File: config.mk
export PLATFORM = sky130hd
export DESIGN_NAME = plru_keeper
export DESIGN_NICKNAME = d
export VERILOG_FILES = /design/src/rtl/plru_keeper.sv
export SDC_FILE = /design/constraint.sdc
export NUM_CORES = 1
export LEC_CHECK = 0
export ABC_AREA = 0
export BUFFER_PORTS_ARGS = -buffer_cell sky130_fd_sc_hd__buf_4
export CORE_ASPECT_RATIO = 0.7
export CORE_MARGIN = 5
export CORE_UTILIZATION = 51
export CTS_CLUSTER_SIZE = 28
export DETAILED_ROUTE_END_ITERATION = 16
export GPL_TIMING_DRIVEN = 0
export PLACE_DENSITY = 0.83
export SLEW_MARGIN = 10
export SYNTH_ARGS = -nofsm -noshare
export SYNTH_HDL_FRONTEND = slang
export SYNTH_SLANG_ARGS = --single-unit
File: constraint.sdc
create_clock -name clk -period 2 [get_ports clk]
set_input_delay 0.2 -clock clk [delete_from_list [all_inputs] [get_ports clk]]
set_output_delay 0.2 -clock clk [all_outputs]
set_load 0.005 [all_outputs]
File: src/rtl/plru_keeper.sv
module plru_keeper #(
  parameter int SET_BITS = 4,
  parameter int WAY_BITS = 2
) (
  input  logic                clk,
  input  logic                rst_n,
  input  logic                lookup_valid,
  input  logic [SET_BITS-1:0] lookup_set,
  input  logic                lookup_hit,
  input  logic [WAY_BITS-1:0] lookup_way,
  input  logic                miss_start,
  output logic                busy,
  output logic                victim_valid,
  output logic [WAY_BITS-1:0] victim_way
);
  localparam int SETS  = 1 << SET_BITS;
  localparam int NODES = (1 << WAY_BITS) - 1;

  function automatic logic [WAY_BITS-1:0] pick(input logic [NODES-1:0] t);
    int n = 0;
    logic b;
    pick = '0;
    for (int i = 0; i < WAY_BITS; i++) begin
      b = (t[n] === 1'b1);
      pick[WAY_BITS-1-i] = b;
      n = 2*n + (b ? 2 : 1);
    end
  endfunction

  function automatic logic [NODES-1:0] touch(input logic [NODES-1:0] t,
                                             input logic [WAY_BITS-1:0] w);
    int n = 0;
    logic b;
    touch = t;
    for (int i = 0; i < WAY_BITS; i++) begin
      b = (w[WAY_BITS-1-i] === 1'b1);
      touch[n] = ~b;
      n = 2*n + (b ? 2 : 1);
    end
  endfunction

  logic [NODES-1:0]    tree_mem [SETS];
  logic [SET_BITS-1:0] clr_idx;
  logic                s2_valid, s2_hit;
  logic [SET_BITS-1:0] s2_set;
  logic [WAY_BITS-1:0] s2_way;
  logic [NODES-1:0]    cur_tree;

  assign cur_tree = tree_mem[s2_set];

  always_ff @(posedge clk or negedge rst_n) begin
    if (!rst_n) begin
      busy    <= 1'b1;
      clr_idx <= '0;
    end else if (busy) begin
      clr_idx <= clr_idx + 1'b1;
      if (clr_idx == SET_BITS'(SETS-1)) busy <= 1'b0;
    end
  end

  always_ff @(posedge clk or negedge rst_n) begin
    if (!rst_n) begin
      s2_valid <= 1'b0;
      s2_hit   <= 1'b0;
      s2_set   <= '0;
      s2_way   <= '0;
    end else begin
      s2_valid <= lookup_valid && !busy;
      s2_hit   <= lookup_hit;
      s2_set   <= lookup_set;
      s2_way   <= lookup_way;
    end
  end

  always_ff @(posedge clk) begin
    if (busy) tree_mem[clr_idx] <= '0;
    else if (s2_valid && s2_hit) tree_mem[s2_set] <= touch(cur_tree, s2_way);
  end

  always_ff @(posedge clk or negedge rst_n) begin
    if (!rst_n) begin
      victim_valid <= 1'b0;
      victim_way   <= '0;
    end else begin
      victim_valid <= 1'b0;
      if (!busy && s2_valid && !s2_hit && miss_start) begin
        victim_valid <= 1'b1;
        victim_way   <= pick(cur_tree);
      end
    end
  end
endmodule

== Word level (Yosys, flattened, before mapping) ==
Memories as Yosys holds them, arrays and structs flattened.
Cells that the tools add are included.
Word-level totals
  register bits after elaboration: 16
  RAM bits: 48
  output and inout bits: 4
  logic and storage cells: 48
  memories kept: 1
Memory list
  tree_mem: words 16, bits a word 3, read ports 1, clocked after Yosys merged registers in 0, write ports 1, RTL line 42  | logic [NODES-1:0] tree_mem [SETS];
Operators by class
  add/sub/neg operators: 1
  $lt $le $gt $ge: 3
  equal/unequal tests: 5
  mux-type cells: 19
  bitwise logic cells: 2
  reduce and logical (&&, ||, !) cells: 9
Operators by type and width (number)
  $mux 1: 12
  $logic_and 1x1->1: 6
  $lt 2x3->1 const B: 2
  $add 4x1->4 const B: 1
  $eq 4x4->1 const B: 1
  $eqx 1x1->1 const B: 4
  $mux 2: 2
  $mux 4: 1
  $bwmux 3: 1
  $mux 3: 1
  $reduce_or 3->1: 1
  $bmux 1 s2: 1
  $demux 1 s2: 1
  $ge 2x1->1 const B: 1
  $logic_not 1->1: 2
  $not 1->1: 2

== Depth between registers and ports, before layout ==
  depth in word-level cells: 8
  depth in mapped cells: 7
  gate-level depth less buffers: 5

== Least setup slack after synthesis ==
No wires, ideal clock.
  path type: reg2reg
  start point: register s2_set[0]
  end point: memory tree_mem[0][1] (netlist bit) (data pin)
  library setup time: 305 ps
  data arrival time: 1569 ps
  required time: 1695 ps
  setup slack: 127 ps
  stages on the path, launching flop included: 8
  buffers on the path: 2
  period minus slack after synthesis: 1873 ps
  cells stage by stage: dfrtp_1 -> buf_6 -> buf_12 -> mux4_2 -> a22oi_1 -> nand3_1 -> a21oi_1 -> nor2_1
Between the ends
  word-level cells in the longest chain between the ends: 3
RTL lines
  start: declaration: RTL line 45  | logic [SET_BITS-1:0] s2_set;
  start signal: assignment: RTL line 70  | s2_set <= lookup_set;
  $mem_v2 16x3
  $bwmux 3: RTL line 37  | touch[n] = ~b;
  $mux 3 (no source line)
  end: declaration: RTL line 42
Every way passes these cells.

== Final worst setup path ==
  start point: register s2_set[0]
  end point: memory tree_mem[4][2] (netlist bit) (data pin)
The elaborated chain is that of the path after synthesis.

==> qor.yml <==
dpl.hpwl_um: 3450
worstSkewPairLatency_ns: 0.35
worst_setup_path_end_kind: "register"
drtIter0Drc: 124
die_y_um: 69.8
synth.yosys.seq_area_share: 0.706
hold_class: "input port to register"
yosysWarningCount: 0
grt_use_total: 0.182
post-route-drc-count: 0
routed_wirelength_um: 5460
failed_checks: "setup timing"
post_route_cells_drive_above_1_share: 0.328
critPathLaunchType: "register"
antenna_found_initial: 0
clockBufferDepth: 2
finalSetupViolCount: 31
final_util: 0.660
via_count_of_the_first_global_routing_pass: 1578
final_non_filler_cell_total: 270
crit-reg2reg-launch: "s2_set[0]"
skew_ns: 0.0109
synthToLayoutAreaGrowth_pct: 23.0
route.detailed.wl_per_inst_um: 20.2
global_route_wire_length_before_repair_um: 8580
antenna_left: 0
irDropWorstVdd_mv: 0.580
cts_buffers: 9
max_slew_headroom: 0.568
timing_worst_setup_path_type: "register to register"
postSynthRegisterBits: 64
dieArea_sq_mm: 0.00667
global_route.overflow_total: 0
arrival_ns: 2.17
finalWorstSetupSlack_ns: -0.0917
syn-num-nets: 171
die_w_um: 95.5
drt-vias-per-instance: 5.64
core_sq_mm: 0.00486
clock-root-buffer: "sky130_fd_sc_hd__clkbuf_8"
antenna_cells: 0
grt_start_max_net_pins: 17
hp-start: "lookup_valid"
hold_ws_ns: 0.0716
timing_max_transition_violations_final: 0
detailedPlace.worstSlack_ns: -0.796
synth_instances: 159
achievable-frequency_ghz: 0.478
timing.final.crit_period_ns: 2.09
quantity_of_i_o_buffers_inserted_on_ports: 14
timing.critical_path.required_ns: 2.08
dr_total_vias: 1522
total_leakage_power_nw: 1.10
timing.final.hold_violations: 0
io-pin-count: 15
power_mw: 2.79
grt_setup_unrepaired: "yes"
max_cap_viol_count: 0
layout.nets: 208
worst_setup_path_startpoint: "s2_set[0]"
place_congestion: 0.847
worst_slew_pin_slew_ns: 0.639
initial_core_util: 0.537
clock_tree_from_tritoncts: "built"
cts_num_sinks: 64
final.period_utilization: 1.05
placedCellCount: 242
run_status: "finished, violations left"
clock_transition_at_path_regs_ns: 0.07
avgSynthCellArea_sq_um: 16.4
h-tree-depth: 3
power_per_cell_area_mw_per_mm2: 869
yosys.cell_types.count: 29
floorplan.rows: 21
first_pass_iters: 4
critPathMaxFanout: 8
post_synth_instance_area_sq_mm: 0.00261
[layer usage]
metal,up-vias,GRT usage,share of wire
met5,-,0,0
met4,0,0.0789,0.019
met3,14,0.0792,0.089
met2,63,0.257,0.46
met1,761,0.244,0.43
li1,684,-,-
[critical path: stages, from the launching register on]
cell and delay (ns):
sky130_fd_sc_hd__dfrtp_1 0.35, sky130_fd_sc_hd__buf_6 0.13, sky130_fd_sc_hd__buf_12 0.13, sky130_fd_sc_hd__mux4_2 0.50, sky130_fd_sc_hd__a22oi_2 0.18, sky130_fd_sc_hd__nand3_2 0.13
sky130_fd_sc_hd__mux2i_4 0.28, sky130_fd_sc_hd__nor2_4 0.11
[Yosys cell counts]
cell | count | area, sq um
sky130_fd_sc_hd__xnor2_1 | 2 | 17.5
sky130_fd_sc_hd__a31oi_1 | 5 | 31.3
sky130_fd_sc_hd__dfrtp_1 | 15 | 375
sky130_fd_sc_hd__nor3b_1 | 2 | 15.0
sky130_fd_sc_hd__nor3_1 | 1 | 5.00
sky130_fd_sc_hd__nand3_1 | 7 | 35.0
sky130_fd_sc_hd__nand2_1 | 6 | 22.5
sky130_fd_sc_hd__mux2_2 | 1 | 11.3
sky130_fd_sc_hd__a21oi_1 | 2 | 10.0
sky130_fd_sc_hd__a22oi_1 | 3 | 22.5
sky130_fd_sc_hd__buf_6 | 1 | 11.3
sky130_fd_sc_hd__ha_1 | 1 | 12.5
sky130_fd_sc_hd__nor4bb_1 | 1 | 10.0
sky130_fd_sc_hd__nor2b_1 | 3 | 18.8
sky130_fd_sc_hd__buf_2 | 1 | 5.00
sky130_fd_sc_hd__xor2_1 | 1 | 8.76
sky130_fd_sc_hd__dfstp_2 | 1 | 26.3
sky130_fd_sc_hd__a32oi_1 | 4 | 35.0
sky130_fd_sc_hd__buf_1 | 1 | 3.75
sky130_fd_sc_hd__buf_12 | 1 | 20.0
sky130_fd_sc_hd__nand4_1 | 1 | 6.26
sky130_fd_sc_hd__mux2i_1 | 2 | 20.0
sky130_fd_sc_hd__edfxtp_1 | 48 | 1440
sky130_fd_sc_hd__o21ai_0 | 1 | 5.00
sky130_fd_sc_hd__clkbuf_1 | 3 | 11.3
sky130_fd_sc_hd__inv_1 | 8 | 30.0
sky130_fd_sc_hd__nor2_1 | 25 | 93.8
sky130_fd_sc_hd__mux4_1 | 9 | 236
sky130_fd_sc_hd__mux4_2 | 3 | 67.6
[sequential cells by signal, indices dropped and copies added, names as in the netlist]
register	cells
s2_hit	1
victim_way	2
busy	1
victim_valid	1
s2_set	4
s2_valid	1
tree_mem	48
clr_idx	4
s2_way	2
[placed cells by master, fill, tap and decap left out, types with 2 or more instances in the layout]
cell type                       instances
sky130_fd_sc_hd__clkinvlp_4             3
sky130_fd_sc_hd__nor2b_1                3
sky130_fd_sc_hd__inv_1                  8
sky130_fd_sc_hd__mux4_2                 6
sky130_fd_sc_hd__nand2_1                6
sky130_fd_sc_hd__nand3_1                6
sky130_fd_sc_hd__nor2_1                18
sky130_fd_sc_hd__xnor2_1                2
sky130_fd_sc_hd__a31oi_1                2
sky130_fd_sc_hd__inv_6                  2
sky130_fd_sc_hd__nor2_4                 3
sky130_fd_sc_hd__nor3b_1                2
sky130_fd_sc_hd__nor2_2                 5
sky130_fd_sc_hd__a32oi_1                2
sky130_fd_sc_hd__buf_4                 19
sky130_fd_sc_hd__a32oi_2                2
sky130_fd_sc_hd__dlygate4sd3_1          8
sky130_fd_sc_hd__dfrtp_1               14
sky130_fd_sc_hd__edfxtp_1              48
sky130_fd_sc_hd__a22oi_2                2
sky130_fd_sc_hd__a31oi_2                3
sky130_fd_sc_hd__mux4_1                 6
sky130_fd_sc_hd__clkbuf_8               9
[final timing paths]
path,cells after the start,slack [ns],endpoint
worst max-delay path,7,-0.09,tree_mem[4][2]
worst min-delay path,2,0.07,s2_valid
worst max register to register,7,-0.09,tree_mem[4][2]
worst min register to register,1,0.51,victim_valid
max in group asynchronous,2,1.52,busy
min in group asynchronous,2,0.23,s2_valid
[area by class of cell]
type | count | area, sq um
clock buffers | 9 | 124
plain buffers | 6 | 52.6
clock inverters | 7 | 78.8
flip-flops and latches | 64 | 1840
multi-input cells | 81 | 777
repair buffers | 26 | 215
inverters | 8 | 30.0
well taps | 69 | 86.3
fillers | 324 | 1650
[power breakdown]
part           leakage (nW)  total, mW  internal [mW]  switching (mW)
Combinational         0.403      0.202         0.0991           0.103
Sequential            0.607       1.47           1.45          0.0178
Clock                0.0925       1.11          0.585           0.530
Total                  1.10       2.79           2.14           0.650
[timing repair]
action,CTS,global route
gates cloned,1,0
buffers inserted,3,1
hold buffers,8,0
endpoints found under the hold margin,23,0
pin swaps,5,2
endpoints found under the setup margin,76,97
resized for setup,17,13
[per-stage QoR]
stage / setup TNS [ns] / instance area, sq um
3_3_place_gp: -14.62 / 2800
5_1_grt: -4.37 / 3210
3_5_place_dp: -23.75 / 2800
4_1_cts: -1.98 / 3160
6_report: -1.46 / 3210
2_1_floorplan: 0 / 2610
[cells by family after synthesis]
| logic type | Yosys count | share of synthesized area |
|---|---|---|
| AOI/OAI and AO/OA | 15 | 0.0398 |
| xor gates and xnor gates | 3 | 0.0101 |
| adders and majority gates | 1 | 0.00480 |
| buffers and inverters | 15 | 0.0312 |
| DFF | 64 | 0.706 |
| muxes | 15 | 0.129 |
| and+or+nand+nor | 46 | 0.0791 |
Power figures use the tool's default switching activity.
